## src/rtl/irqvec_pkg.sv

```systemverilog
// Package: irqvec_pkg
// Shared constants, register selector type and address decode for the
// masked interrupt vector controller. Assumes a 32-bit data path and a
// 5-bit byte offset into the register window.
package irqvec_pkg;

    localparam int DATA_W    = 32;
    localparam int ADDR_W    = 5;
    localparam int WORD_LSB  = 2;
    localparam int NUM_WORDS = 5;

    localparam logic [1:0] SIZE_WORD = 2'b10;

    typedef enum logic [2:0] {
        SEL_MASK   = 3'd0,
        SEL_RAW    = 3'd1,
        SEL_GATED  = 3'd2,
        SEL_NMI    = 3'd3,
        SEL_DEBUG  = 3'd4,
        SEL_NONE   = 3'd7
    } reg_sel_e;

    // Turn a byte offset into a register selector; unaligned or past the window gives SEL_NONE
    function automatic reg_sel_e decode_offset(input logic [ADDR_W-1:0] addr);
        reg_sel_e sel;
        logic [ADDR_W-WORD_LSB-1:0] word;
        word = addr[ADDR_W-1:WORD_LSB];
        sel  = SEL_NONE;
        if (addr[WORD_LSB-1:0] == '0 && int'(word) < NUM_WORDS) begin
            case (word)
                3'd0:    sel = SEL_MASK;
                3'd1:    sel = SEL_RAW;
                3'd2:    sel = SEL_GATED;
                3'd3:    sel = SEL_NMI;
                3'd4:    sel = SEL_DEBUG;
                default: sel = SEL_NONE;
            endcase
        end
        return sel;
    endfunction

endpackage

```

## src/rtl/irqvec_regs.sv

```systemverilog
// Module: irqvec_regs
// Register port of the controller. It holds the mask and the two plain status
// words, decodes word accesses, flags accesses outside the map and forms
// combinational read data. Live and gated levels are views, not storage,
// so writes to them are dropped. Assumes NUM_LINES < DATA_W.
module irqvec_regs
    import irqvec_pkg::*;
#(
    parameter int NUM_LINES = 30
) (
    input  logic                  clk,
    input  logic                  rst_n,
    input  logic [NUM_LINES-1:0]  lines,
    input  logic [ADDR_W-1:0]     bus_addr,
    input  logic                  bus_we,
    input  logic                  bus_re,
    input  logic [1:0]            bus_size,
    input  logic [DATA_W-1:0]     bus_wdata,
    output logic [DATA_W-1:0]     bus_rdata,
    output logic                  bus_err,
    output logic [NUM_LINES-1:0]  mask
);

    localparam int PAD_W = DATA_W - NUM_LINES;

    logic                 is_word;
    reg_sel_e             sel;
    logic [NUM_LINES-1:0] mask_q;
    logic [DATA_W-1:0]    nmi_q;
    logic [DATA_W-1:0]    dbg_q;
    logic [DATA_W-1:0]    raw_view;
    logic [DATA_W-1:0]    gated_view;
    logic [DATA_W-1:0]    mask_view;

    // Classify the current access
    always_comb begin
        is_word = (bus_size == SIZE_WORD);
        sel     = decode_offset(bus_addr);
        bus_err = is_word && (bus_we || bus_re) && (sel == SEL_NONE);
    end

    // Zero-extend the line-wide views to the data width
    always_comb begin
        raw_view   = {{PAD_W{1'b0}}, lines};
        gated_view = {{PAD_W{1'b0}}, lines & mask_q};
        mask_view  = {{PAD_W{1'b0}}, mask_q};
    end

    // Storage for the mask and the two status words; only word writes act
    always_ff @(posedge clk) begin
        if (!rst_n) begin
            mask_q <= '0;
            nmi_q  <= '0;
            dbg_q  <= '0;
        end else if (bus_we && is_word) begin
            case (sel)
                SEL_MASK:  mask_q <= bus_wdata[NUM_LINES-1:0];
                SEL_NMI:   nmi_q  <= bus_wdata;
                SEL_DEBUG: dbg_q  <= bus_wdata;
                default:   ;
            endcase
        end
    end

    // Read data multiplexer; zero for narrow reads, idle cycles and holes
    always_comb begin
        bus_rdata = '0;
        if (bus_re && is_word) begin
            case (sel)
                SEL_MASK:  bus_rdata = mask_view;
                SEL_RAW:   bus_rdata = raw_view;
                SEL_GATED: bus_rdata = gated_view;
                SEL_NMI:   bus_rdata = nmi_q;
                SEL_DEBUG: bus_rdata = dbg_q;
                default:   bus_rdata = '0;
            endcase
        end
    end

    assign mask = mask_q;

    // narrow reads give zero
    a_r8_narrow_read_zero: assert property (@(posedge clk) disable iff (!rst_n)
        (bus_re && !is_word) |-> (bus_rdata == '0));

    // narrow writes leave storage alone
    a_r8_narrow_write_ignored: assert property (@(posedge clk) disable iff (!rst_n)
        (bus_we && !is_word) |=> ($stable(mask_q) && $stable(nmi_q) && $stable(dbg_q)));

    // a flagged access changes nothing and reads zero
    a_r9_err_no_effect: assert property (@(posedge clk) disable iff (!rst_n)
        bus_err |=> ($stable(mask_q) && $stable(nmi_q) && $stable(dbg_q)));

    a_r9_err_read_zero: assert property (@(posedge clk) disable iff (!rst_n)
        bus_err |-> (bus_rdata == '0));

    // upper bits of the live view read zero
    a_r2_raw_upper_zero: assert property (@(posedge clk) disable iff (!rst_n)
        (bus_re && is_word && sel == SEL_RAW) |-> (bus_rdata[DATA_W-1:NUM_LINES] == '0));

endmodule

```

## src/rtl/irqvec_encode.sv

```systemverilog
// Module: irqvec_encode
// Pure combinational summary of the gated lines: whether any is set,
// whether more than one is set, and the index of the lowest set line.
// The index is meaningful only when exactly one line is set.
module irqvec_encode #(
    parameter int NUM_LINES = 30,
    localparam int IDX_W    = $clog2(NUM_LINES)
) (
    input  logic [NUM_LINES-1:0] pend,
    output logic                 any,
    output logic                 multi,
    output logic [IDX_W-1:0]     idx
);

    // Any and multi flags: clearing the lowest set bit leaves something only when two or more are set
    always_comb begin
        any   = |pend;
        multi = |(pend & (pend - NUM_LINES'(1)));
    end

    // Lowest set index, scanned from the top so the lowest wins
    always_comb begin
        idx = '0;
        for (int i = NUM_LINES - 1; i >= 0; i--) begin
            if (pend[i]) idx = IDX_W'(i);
        end
    end

endmodule

```

## src/rtl/irqvec_ctrl.sv

```systemverilog
// Module: irqvec_ctrl
// Top of the masked interrupt vector controller. It gates the lines with the
// mask, summarises the result and registers the request and the vector for
// the core. Assumes the lines are already synchronous to clk.
module irqvec_ctrl
    import irqvec_pkg::*;
#(
    parameter int              NUM_LINES  = 30,
    parameter int              VEC_W      = 8,
    parameter logic [VEC_W-1:0] SHARED_VEC = 8'h30
) (
    input  logic                 clk,
    input  logic                 rst_n,
    input  logic [NUM_LINES-1:0] irq_lines,
    input  logic [ADDR_W-1:0]    bus_addr,
    input  logic                 bus_we,
    input  logic                 bus_re,
    input  logic [1:0]           bus_size,
    input  logic [DATA_W-1:0]    bus_wdata,
    output logic [DATA_W-1:0]    bus_rdata,
    output logic                 bus_err,
    output logic                 cpu_irq,
    output logic [VEC_W-1:0]     cpu_vec
);

    localparam int               IDX_W    = $clog2(NUM_LINES);
    localparam logic [VEC_W-1:0] BASE_VEC = SHARED_VEC + VEC_W'(1);
    localparam logic [VEC_W-1:0] LAST_VEC = SHARED_VEC + VEC_W'(NUM_LINES);

    logic [NUM_LINES-1:0] mask;
    logic [NUM_LINES-1:0] pend;
    logic                 any;
    logic                 multi;
    logic [IDX_W-1:0]     idx;
    logic                 past_ok;

    irqvec_regs #(.NUM_LINES(NUM_LINES)) i_regs (
        .clk       (clk),
        .rst_n     (rst_n),
        .lines     (irq_lines),
        .bus_addr  (bus_addr),
        .bus_we    (bus_we),
        .bus_re    (bus_re),
        .bus_size  (bus_size),
        .bus_wdata (bus_wdata),
        .bus_rdata (bus_rdata),
        .bus_err   (bus_err),
        .mask      (mask)
    );

    // Gate the live lines with the mask
    assign pend = irq_lines & mask;

    irqvec_encode #(.NUM_LINES(NUM_LINES)) i_encode (
        .pend  (pend),
        .any   (any),
        .multi (multi),
        .idx   (idx)
    );

    // Registered request and vector towards the core
    always_ff @(posedge clk) begin
        if (!rst_n) begin
            cpu_irq <= 1'b0;
            cpu_vec <= '0;
        end else begin
            cpu_irq <= any;
            if (!any)       cpu_vec <= '0;
            else if (multi) cpu_vec <= SHARED_VEC;
            else            cpu_vec <= BASE_VEC + VEC_W'(idx);
        end
    end

    // Marks that one clock has passed since reset, for $past checks
    always_ff @(posedge clk) begin
        if (!rst_n) past_ok <= 1'b0;
        else        past_ok <= 1'b1;
    end

    // no request means a zero vector
    a_r6_idle_zero_vec: assert property (@(posedge clk) disable iff (!rst_n)
        !cpu_irq |-> (cpu_vec == '0));

    // a raised request carries a vector from the defined range
    a_r5_vec_in_range: assert property (@(posedge clk) disable iff (!rst_n)
        cpu_irq |-> (cpu_vec >= SHARED_VEC && cpu_vec <= LAST_VEC));

    // the request follows the gated lines of the previous cycle
    a_r7_one_cycle_latency: assert property (@(posedge clk) disable iff (!rst_n)
        past_ok |-> (cpu_irq == $past(|pend)));

    // a single gated source never gets the shared vector
    a_r4_single_not_shared: assert property (@(posedge clk) disable iff (!rst_n)
        (past_ok && $countones($past(pend)) == 1) |-> (cpu_irq && cpu_vec != SHARED_VEC));

endmodule

```

## config.mk

```make
export PLATFORM = sky130hd
export DESIGN_NAME = irqvec_ctrl
export DESIGN_NICKNAME = d
export VERILOG_FILES = /design/src/rtl/irqvec_pkg.sv /design/src/rtl/irqvec_regs.sv /design/src/rtl/irqvec_encode.sv /design/src/rtl/irqvec_ctrl.sv
export SDC_FILE = /design/constraint.sdc
export NUM_CORES = 1
export LEC_CHECK = 0
export BUFFER_PORTS_ARGS = -buffer_cell sky130_fd_sc_hd__buf_2
export CAP_MARGIN = 40
export CELL_PAD_IN_SITES_DETAIL_PLACEMENT = 0
export CELL_PAD_IN_SITES_GLOBAL_PLACEMENT = 1
export CORE_ASPECT_RATIO = 1.25
export CORE_MARGIN = 5
export CORE_UTILIZATION = 37
export CTS_BUF_LIST = sky130_fd_sc_hd__clkbuf_8
export CTS_CLUSTER_SIZE = 10
export DETAILED_ROUTE_END_ITERATION = 10
export MAX_ROUTING_LAYER = met4
export PLACE_DENSITY_LB_ADDON = 0.1
export SETUP_SLACK_MARGIN = 0.02
export SYNTH_ARGS = -nofsm -noshare
export SYNTH_HDL_FRONTEND = slang
export SYNTH_SLANG_ARGS = --single-unit
```

## constraint.sdc

```tcl
create_clock -name clk -period 2.1 [get_ports clk]
set_clock_uncertainty 0.05 [all_clocks]
set_input_delay 0.105 -clock clk [delete_from_list [all_inputs] [get_ports clk]]
set_output_delay 0.105 -clock clk [all_outputs]
set_load 0.02 [all_outputs]
```

==> reports/qor.yml, run 1 <==
status: "finished, violations left"
violations: "negative setup slack"
p_sw_frac: 0.2507
cpMaxStageDelayCell: "a311oi_1"
p_int_mw: 2.693
yosys.area_share.simple: 0.2409
antenna_found_initial: 0
ant_nets: 0
rows: 50
p_clk_frac: 0.366
wl_met3_um: 1024
grtUsageTotal: 0.2395
drtPass1Iterations: 5
r2r-start: "i_regs.mask[0]$_SDFFE_PN0P_"
synth_area_per_cell_um2: 7.528
wl_um: 20650
worst_setup_path_end_kind: "flop"
synth_top_family_by_area: "compound AO/OA/AOI/OAI gates"
hold_viol: 0
drive_above_1_share: 0.2710
cts-root-buf: "clkbuf_8"
reg2regPathDepth: 8
p_per_area_nw_per_um2: 469.7
synth.distinct_cells: 51
arrival_ns: 2.52
synth_cells: 739
h-tree-depth: 3
max_freq_mhz: 441.3
finalCritPeriodShare: 1.079
worstPathRequired_ns: 2.36
io_pins: 115
finalSetupViolations: 7
synth_fa_ha_area_frac: 0.002249
grt_start_max_net_pins: 55
cts_buffers: 9
critPathLaunchType: "flop"
multiInputGateArea_um2: 3401
crit_chain: "a222oi_1 -> buf_4 -> and4_4 -> and2_4 -> a21oi_1 -> a311oi_1 -> nand4_1 -> a21oi_1"
route.detailed.drc: 0
synth_warnings: 0
final_nets: 1021
hpwl_um: 15020
start_util: 0.3736
syn_nets: 813
synthArstFlopShare: 0
via_per_inst: 5.582
r2r_slack_ns: -0.17
power.leakage_nw: 3.180
wl_met1_um: 8714
ys_seq_area_frac: 0.3671
total_power_mw: 3.594
fin_ws_ns: -0.1658
port_buffers: 113
cap_violations: 0
r2r_end: "cpu_vec[3]$_SDFF_PP0_"
p_switching_mw: 0.9009
regArea_um2: 2044
grt_pass1_vias: 6347
place.gp.congestion: 0.8507
min_path_cells: 2
seqPwrFrac: 0.540
syn_area_um2: 5563
dr.max_layer_used: "met4"
worstPathMaxFanout: 5
synth_compound_area_frac: 0.3475
syn_to_final_growth_pct: 37.56
cpPeakStageDelay_ns: 0.39
route.vias.total: 6330
dieArea_um2: 17600
ys.flop_type: "dfxtp_1"
clockBufferDepth: 2
die_y_um: 147.1
synthMuxAreaShare: 0
slew_violations: 0
wl_met2_um: 10550
clkSlewWorstSetupHoldPaths_ns: 0.10
combPwrFrac: 0.094
die_w_um: 119.7
coreArea_um2: 14890
rsz0062_at_grt: "yes"
hp-class: "in2reg"
whs_ns: 0.08264
hp-start: "rst_n"
antennaDiodeCount: 0
insertion_delay_ns: 0.38
whs_endpoint: "i_regs.mask[18]$_SDFFE_PN0P_"
drtIter0Drc: 529
critical_path_class: "reg2reg"
synth_seq_cells: 102
vdd_drop_max_v: 0.0003032
synth_edf_count: 0
synth-xor-area-share: 0.003149
grt_pass1_wl_um: 32910
wl_per_cell_um: 18.21
overflow: 0
post-route-min-period_ns: 2.266
fill_cells: 1488
cts_tree: "yes"
clkSinkCount: 102
cpMostUsedCell: "a21oi_1"
==> flip-flops by register name, summed over array words and instances, names as in the netlist <==
name and cells:
cpu_vec 7, i_regs.dbg_q 32, cpu_irq 1, i_regs.mask 30
i_regs.nmi_q 32
==> stage by stage <==
step	cells	setup WS, ns	utilization	TNS (ns)	cell area (µm²)
6_report	1134	-0.1658	0.5140	-0.9640	7652
2_1_floorplan	739	-0.1151	-	-0.5318	5575
4_1_cts	1133	-0.1344	0.5087	-0.6788	7575
3_5_place_dp	1081	-0.1821	0.4695	-0.9430	6990
5_1_grt	1134	-0.4074	0.5140	-2.521	7652
3_3_place_gp	1081	-0.1651	0.4695	-0.8653	6990
==> Yosys cell counts (all sizes together), types with 2 or more instances <==
master     n  share of area
nand2    258           0.17
dfxtp    102           0.37
a21boi    96           0.13
clkbuf    49          0.033
a21oi     43          0.039
a21o      32          0.043
a222oi    32          0.058
a22oi     15          0.023
nor2      12         0.0081
and2      10          0.012
nand3      9         0.0081
nand4      9          0.010
o21ai      9         0.0081
a22o       7          0.011
and3       7         0.0079
buf        5         0.0047
nor4       4         0.0067
a31o       3         0.0047
a32oi      3         0.0047
o211ai     3         0.0040
a211oi     2         0.0027
a31oi      2         0.0022
and4bb     2         0.0045
nor2b      2         0.0022
nor3       2         0.0018
o2111ai    2         0.0031
o21a       2         0.0027
==> worst max-delay path, delay by kind of cell (launching register included) <==
family / cells / cell delay [ns]
flops: 1 / 0.33
compound gates: 4 / 0.95
buf+inv: 1 / 0.20
simple gates: 3 / 0.67
==> how the worst max path moves through the flow <==
stage / depth (start not counted) / to / start
floorplan: 8 / cpu_vec[1]$_SDFF_PP0_ / i_regs.mask[0]$_SDFFE_PN0P_
global placement: 10 / cpu_vec[4]$_SDFF_PN0_ / i_regs.mask[28]$_SDFFE_PN0P_
detailed placement: 10 / cpu_vec[4]$_SDFF_PN0_ / i_regs.mask[28]$_SDFFE_PN0P_
CTS: 9 / cpu_vec[3]$_SDFF_PP0_ / i_regs.mask[0]$_SDFFE_PN0P_
global route: 9 / cpu_vec[6]$_SDFF_PP0_ / i_regs.mask[0]$_SDFFE_PN0P_
finish: 8 / cpu_vec[3]$_SDFF_PP0_ / i_regs.mask[0]$_SDFFE_PN0P_
==> cell families (layout without fill, tap and decap cells) <==
family          after synthesis  in the layout
flops                       102            102
simple gates                319            319
fa+ha+maj                     1              1
other cells                   1              1
xor+xnor                      2              2
compound gates              259            259
buf+inv                      55            268
==> metal layers <==
metal / vias to the layer above / track usage
li1: 3062 / -
met1: 3042 / 0.2821
met2: 199 / 0.4205
met3: 27 / 0.03273
met4: 0 / 0.07794
met5: - / -
==> layout by cell type (no fill, tap or decap), drive strengths merged, types with 3 or more instances in the layout <==
cell type    count
dfxtp          102
o211ai           3
a22o             7
nor2            12
nand3            9
clkinvlp         3
buf            219
a222oi          32
nand4            9
a21oi           43
a21o            32
dlygate4sd3     32
a21boi          96
o21ai            9
clkbuf          10
and2            10
a32oi            3
a31o             3
a22oi           15
nand2          258
nor4             4
and3             7
==> power by group through the flow <==
stage,combinational (mW),sequential (mW),clock [mW]
finish,0.337,1.94,1.32
global route,0.364,1.94,1.44
CTS,0.334,1.94,1.36
detailed placement,0.285,1.99,0
global placement,0.282,1.99,0
floorplan,0.0998,1.99,0
==> area by class of cell <==
| class | instances | area share |
|---|---|---|
| Timing Repair Buffer | 251 | 0.2310 |
| Sequential cell | 102 | 0.2672 |
| Clock inverter | 6 | 0.009156 |
| Inverter | 1 | 0.0004905 |
| Clock buffer | 10 | 0.01799 |
| Tap cell | 182 | 0.02976 |
| Multi-Input combinational cell | 582 | 0.4444 |
==> repair_timing <==
action / in CTS / in global routing
endpoints found under the hold margin: 94 / 0
pin swaps: 8 / 7
hold buffers: 32 / 0
setup buffers: 4 / 1
endpoints found under the setup margin: 7 / 8
resized for setup: 8 / 12
(Power assumes the default switching activity.)
==> inputs of run 2 (changes only) <==
Settings changed: ABC_AREA from default to 1, CORE_UTILIZATION 37 to 36.
==> reports/qor.yml, run 2 <==
status: "finished, violations left"  # unchanged
violations: "negative setup slack"  # unchanged
rsz0062_at_grt: "yes"  # unchanged
p_switching_mw: 0.8979  # was 0.9009 mW
coreArea_um2: 14830  # was 14890 µm²
clkSinkCount: 102  # unchanged
via_per_inst: 5.201  # was 5.582
arrival_ns: 2.82  # was 2.52 ns
min_path_cells: 4  # was 2
drive_above_1_share: 0.3119  # was 0.2710
synth_common_cells: "nor2_1 (160), nand2_1 (119), o21ai_0 (116), dfxtp_1 (102), inv_1 (63)"  # was nand2_1 (258), dfxtp_1 (102), a21boi_1 (67), clkbuf_1 (49), a21oi_1 (43)
p_clk_frac: 0.354  # was 0.366
hpwl_um: 14040  # was 15020 µm
design_area_um2: 7714  # was 7652 µm²
dieArea_um2: 17550  # was 17600 µm²
p_per_area_nw_per_um2: 463.6  # was 469.7 nW/µm²
antenna_found_initial: 0  # unchanged
synth_area_per_cell_um2: 6.651  # was 7.528 µm²
cpPeakStageDelay_ns: 0.34  # was 0.39 ns
tns_ns: -2.896  # was -0.9640 ns
syn_nets: 885  # was 813
fin_ws_ns: -0.4839  # was -0.1658 ns
p_int_mw: 2.678  # was 2.693 mW
critPathLaunchType: "flop"  # unchanged
yosys.area.top_type: "dfxtp_1"  # unchanged
io_pins: 115  # unchanged
critical_path_class: "reg2reg"  # unchanged
drtPass1Iterations: 5  # unchanged
grt_pass1_vias: 6484  # was 6347
ant_nets: 0  # unchanged
synthTopCellsByArea: "dfxtp_1 (38%), nor2_1 (11%), o21ai_0 (11%)"  # was dfxtp_1 (37%), nand2_1 (17%), a21boi_1 (9.0%)
ys_seq_area_frac: 0.3786  # was 0.3671
hold_viol: 0  # unchanged
cts_tree: "yes"  # unchanged
cts-root-buf: "clkbuf_8"  # unchanged
post-route-min-period_ns: 2.584  # was 2.266 ns
mostFrequentLayoutCell: "nor2_1"  # was nand2_1
drtIter0Drc: 440  # was 529
route.vias.total: 6449  # was 6330
synth_warnings: 0  # unchanged
final_cell_mix: "nor2_1 (157), buf_4 (125), o21ai_0 (114)"  # was nand2_1 (258), buf_2 (113), dfxtp_1 (100)
antennaDiodeCount: 0  # unchanged
worstPathMaxFanout: 3  # was 5
final_nets: 1128  # was 1021
synth_seq_cells: 102  # unchanged
clockBufferDepth: 2  # unchanged
route.detailed.drc: 0  # unchanged
die_w_um: 119.5  # was 119.7 µm
cts_buffers: 9  # unchanged
synthArstFlopShare: 0  # unchanged
seqPwrFrac: 0.544  # was 0.540
power.leakage_nw: 3.605  # was 3.180 nW
synth_edf_count: 0  # unchanged
synth.distinct_cells: 37  # was 51
h-tree-depth: 3  # unchanged
syn_to_final_growth_pct: 43.01  # was 37.56%
grtUsageTotal: 0.2382  # was 0.2395
wl_per_cell_um: 16.54  # was 18.21 µm
reg2regPathDepth: 32  # was 8
cpMaxStageDelayCell: "dfxtp_2"  # was a311oi_1
yosysMostFrequentCell: "nor2_1"  # was nand2_1
wl_um: 20510  # was 20650 µm
worstPathRequired_ns: 2.34  # was 2.36 ns
grt_pass1_wl_um: 32550  # was 32910 µm
overflow: 0  # unchanged
finalCritPeriodShare: 1.230  # was 1.079
insertion_delay_ns: 0.39  # was 0.38 ns
place.gp.congestion: 0.8604  # was 0.8507
start_util: 0.3638  # was 0.3736
slew_violations: 0  # unchanged
rows: 50  # unchanged
p_sw_frac: 0.2511  # was 0.2507
hp-class: "in2reg"  # unchanged
vdd_drop_max_v: 0.0004167  # was 0.0003032 V
synth_top_area_frac: 0.3786  # was 0.3671
clkSlewWorstSetupHoldPaths_ns: 0.10  # about the same
cpMostUsedCell: "nand2_1"  # was a21oi_1
pre_cts_ws_ns: -0.5513  # was -0.1821 ns
synth_cells: 811  # was 739
combPwrFrac: 0.101  # was 0.094
cap_violations: 0  # unchanged
grt_start_max_net_pins: 52  # was 55
die_y_um: 146.9  # was 147.1 µm
port_buffers: 113  # unchanged
finalSetupViolations: 7  # unchanged
worst_setup_path_end_kind: "flop"  # unchanged
fill_cells: 1464  # was 1488
dpl_cell_area_um2: 6922  # was 6990 µm²
ys.flop_type: "dfxtp_1"  # unchanged
syn_area_um2: 5394  # was 5563 µm²
max_freq_mhz: 387.0  # was 441.3 MHz
==> run 2: metal layers <==
| metal | share of wire | track usage | wire, µm |
|---|---|---|---|
| met1 | 0.42 | 0.2856 | 8704 |
| met2 | 0.49 | 0.3965 | 10080 |
| met3 | 0.051 | 0.03466 | 1042 |
| met4 | 0.033 | 0.1066 | 682 |
| met5 | 0 | - | 0 |
==> run 2: timing repair <==
action | CTS | global route
setup buffers | 20 | 2
hold endpoints to repair | 94 | 0
setup endpoints to repair | 7 | 8
hold buffers | 32 | 0
resized for setup | 16 | 21
pin swaps | 8 | 8
==> run 2: path summary, 6_finish.rpt <==
kind,to,from,slack (ns)
max reg2reg,cpu_vec[2]$_SDFF_PP0_,i_regs.mask[29]$_SDFFE_PN0P_,-0.48
max,cpu_vec[2]$_SDFF_PP0_,i_regs.mask[29]$_SDFFE_PN0P_,-0.48
min reg2reg,i_regs.dbg_q[21]$_SDFFE_PN0P_,i_regs.dbg_q[21]$_SDFFE_PN0P_,0.41
min,cpu_irq$_SDFF_PN0_,rst_n,0.06
==> run 2: kinds of logic after synthesis <==
| group | share of synthesized area |
|---|---|
| simple gates | 0.2617 |
| buf+inv | 0.08490 |
| other cells | 0.0006952 |
| xor+xnor | 0.001624 |
| compound gates | 0.2702 |
| fa+ha+maj | 0.002319 |
| flops | 0.3786 |
==> run 2: critical path, delay by kind of cell (launching register included) <==
family | cells | cell delay, ns
compound gates | 1 | 0.21
xor+xnor | 1 | 0.12
fa+ha+maj | 1 | 0.17
buf+inv | 2 | 0.17
flops | 1 | 0.34
simple gates | 27 | 1.42
==> run 2: layout make-up <==
class | count | area (µm²) | area share
tap | 182 | 227.7 | 0.02952
timing repair buffer | 275 | 1916 | 0.2483
multi-input combinational | 588 | 3032 | 0.3930
inverter | 78 | 296.5 | 0.03844
clock buffer | 10 | 137.6 | 0.01784
sequential | 102 | 2052 | 0.2660
clock inverter | 5 | 52.55 | 0.006813
==> run 2: through the flow <==
stage / cells / power (mW) / hold WS, ns / utilization
after global placement: 1171 / 2.285 / 0.2934 / 0.4668
after global routing: 1240 / 3.724 / 0.06264 / 0.5203
after detailed placement: 1171 / 2.288 / 0.3033 / 0.4668
after floorplan: 811 / 2.111 / 0.1877 / -
after CTS: 1238 / 3.608 / 0.04208 / 0.5154
final: 1240 / 3.576 / 0.06281 / 0.5203
==> run 2: power by group through the flow <==
stage / Combinational, mW / Sequential (mW) / Clock [mW]
after floorplan: 0.117 / 1.99 / 0
after CTS: 0.354 / 1.95 / 1.31
after global routing: 0.394 / 1.95 / 1.38
final: 0.362 / 1.95 / 1.27
after global placement: 0.295 / 1.99 / 0
after detailed placement: 0.297 / 1.99 / 0
==> inputs of run 3 (changes only) <==
==> constraint.sdc (replaced) <==
create_clock -name clk -period 2.1 [get_ports clk]
set_clock_uncertainty 0.05 [all_clocks]
set_input_delay 0.42 -clock clk [delete_from_list [all_inputs] [get_ports clk]]
set_output_delay 0.42 -clock clk [all_outputs]
set_load 0.02 [all_outputs]
==> reports/qor.yml, run 3 (synthesis results as in run 2) <==
rows: 50  # unchanged
min_path_cells: 3  # was 4
violations: "negative setup slack"  # unchanged
wl_um: 21310  # was 20510 µm
pre_cts_ws_ns: -0.7713  # was -0.5513 ns
clkSlewWorstSetupHoldPaths_ns: 0.10  # about the same
critical_path_class: "reg2reg"  # unchanged
finalCritPeriodShare: 1.238  # was 1.230
die_y_um: 146.9  # unchanged
route.vias.total: 6488  # was 6449
cpMaxStageDelayCell: "dfxtp_4"  # was dfxtp_2
max_freq_mhz: 384.8  # was 387.0 MHz
worstPathMaxFanout: 3  # unchanged
place.gp.congestion: 0.8566  # was 0.8604
cts-root-buf: "clkbuf_8"  # unchanged
final_nets: 1109  # was 1128
cts_buffers: 9  # unchanged
wl_per_cell_um: 17.44  # was 16.54 µm
vdd_drop_max_v: 0.0003071  # was 0.0004167 V
worst_path_dominant_cell_family: "simple AND/OR/NAND/NOR gates"  # unchanged
r2r_end: "cpu_vec[4]$_SDFF_PN0_"  # was cpu_vec[2]$_SDFF_PP0_
post-route-util: 0.5889  # was 0.5203
whs_endpoint: "i_regs.nmi_q[30]$_SDFFE_PN0P_"  # was cpu_irq$_SDFF_PN0_
route.detailed.drc: 0  # unchanged
hp-class: "in2reg"  # unchanged
drive_above_1_share: 0.4365  # was 0.3119
clkSinkCount: 102  # unchanged
critPathLaunchType: "flop"  # unchanged
grtUsageTotal: 0.2435  # was 0.2382
power.leakage_nw: 3.871  # was 3.605 nW
dieArea_um2: 17550  # unchanged
path_depth: 32  # unchanged
antenna_found_initial: 0  # unchanged
fin_ws_ns: -0.4990  # was -0.4839 ns
io_pins: 115  # unchanged
cap_violations: 0  # unchanged
reg2regPathDepth: 32  # unchanged
worst_setup_path_end_kind: "flop"  # unchanged
finalSetupViolations: 39  # was 7
rsz0062_at_grt: "yes"  # unchanged
port_buffers: 113  # unchanged
crit_buf_inv: 2  # unchanged
grt_pass1_vias: 6587  # was 6484
h-tree-depth: 3  # unchanged
start_util: 0.3638  # unchanged
insertion_delay_ns: 0.39  # about the same
mostFrequentLayoutCell: "nor2_1"  # unchanged
worstPathRequired_ns: 2.33  # was 2.34 ns
tns_ns: -7.492  # was -2.896 ns
r2r-start: "i_regs.mask[29]$_SDFFE_PN0P_"  # unchanged
slew_violations: 0  # unchanged
status: "finished, violations left"  # unchanged
arrival_ns: 2.83  # was 2.82 ns
antennaDiodeCount: 0  # unchanged
final_cell_mix: "nor2_1 (139), buf_4 (121), nand2_1 (102)"  # was nor2_1 (157), buf_4 (125), o21ai_0 (114)
hold_viol: 0  # unchanged
hp-start: "bus_wdata[30]"  # was rst_n
hpwl_um: 13960  # was 14040 µm
cpPeakStageDelay_ns: 0.39  # was 0.34 ns
grt_pass1_wl_um: 33470  # was 32550 µm
ant_nets: 0  # unchanged
post-route-min-period_ns: 2.599  # was 2.584 ns
r2r_slack_ns: -0.50  # was -0.48 ns
coreArea_um2: 14830  # unchanged
die_w_um: 119.5  # unchanged
overflow: 0  # unchanged
clockBufferDepth: 2  # unchanged
syn_to_final_growth_pct: 61.89  # was 43.01%
drtPass1Iterations: 5  # unchanged
drtIter0Drc: 407  # was 440
cpMostUsedCell: "nand2_1"  # unchanged
grt_start_max_net_pins: 95  # was 52
cts_tree: "yes"  # unchanged
p_per_area_nw_per_um2: 436.7  # was 463.6 nW/µm²
via_per_inst: 5.309  # was 5.201
-- run 3: cell types whose count changed in the layout (fill, tap and decap cells not counted), sizes merged --
cell / delta
inv: -3
buf: +11
clkbuf: +3
bufinv: +1
dlygate4sd3: -32
clkinvlp: -1
clkinv: +3
-- run 3: worst reg2reg max path, delay by kind of cell, from the launching register on --
family          cells  cell delay (ns)
simple gates       26             1.38
compound gates      3             0.42
flops               1             0.39
fa+ha+maj           1             0.17
buf+inv             2             0.10
-- run 3: worst max path at each step --
stage	startpoint	to	slack, ns
final	i_regs.mask[29]$_SDFFE_PN0P_	cpu_vec[4]$_SDFF_PN0_	-0.50
after CTS	i_regs.mask[29]$_SDFFE_PN0P_	cpu_vec[4]$_SDFF_PN0_	-0.56
after detailed placement	irq_lines[29]	cpu_vec[4]$_SDFF_PN0_	-0.77
after floorplan	irq_lines[29]	cpu_vec[4]$_SDFF_PN0_	-0.40
after global placement	irq_lines[29]	cpu_vec[4]$_SDFF_PN0_	-0.79
after global routing	i_regs.mask[29]$_SDFFE_PN0P_	cpu_vec[4]$_SDFF_PN0_	-0.85
-- run 3: repair_timing --
item / CTS / global route
pin swaps: 32 / 34
hold buffers: 0 / 0
setup buffers: 21 / 7
resized for setup: 188 / 88
cloned: 5 / 2
setup endpoints to repair: 39 / 43
-- run 3: through the flow --
stage	cells	cell area, µm²	total power [mW]	hold WS, ns
floorplan	811	5605	2.118	0.3797
global placement	1175	7158	2.302	0.3883
detailed placement	1175	7158	2.307	0.3947
CTS	1217	8279	3.807	0.2088
global route	1222	8732	3.943	0.2194
finish	1222	8732	3.813	0.2222
-- run 3: layer usage --
layer / vias up / global-route usage / routed length [µm]
li1: 3186 / - / -
met2: 172 / 0.4253 / 10760
met1: 3092 / 0.2894 / 9160
met4: 0 / 0.08252 / 520
met5: - / - / 0
met3: 38 / 0.03003 / 861
-- run 3: power by group --
part | switching [mW] | internal, mW
Clock | 0.727 | 0.737
Combinational | 0.233 | 0.171
Sequential | 0.00460 | 1.94
-- run 3: final cells by class --
class / count / area (µm²)
clock inverter: 5 / 81.33
fill: 1345 / 6095
clock buffer: 11 / 151.4
multi-input combinational: 588 / 3760
timing repair buffer: 256 / 2137
sequential: 102 / 2053
tap: 182 / 227.7
inverter: 78 / 321.6
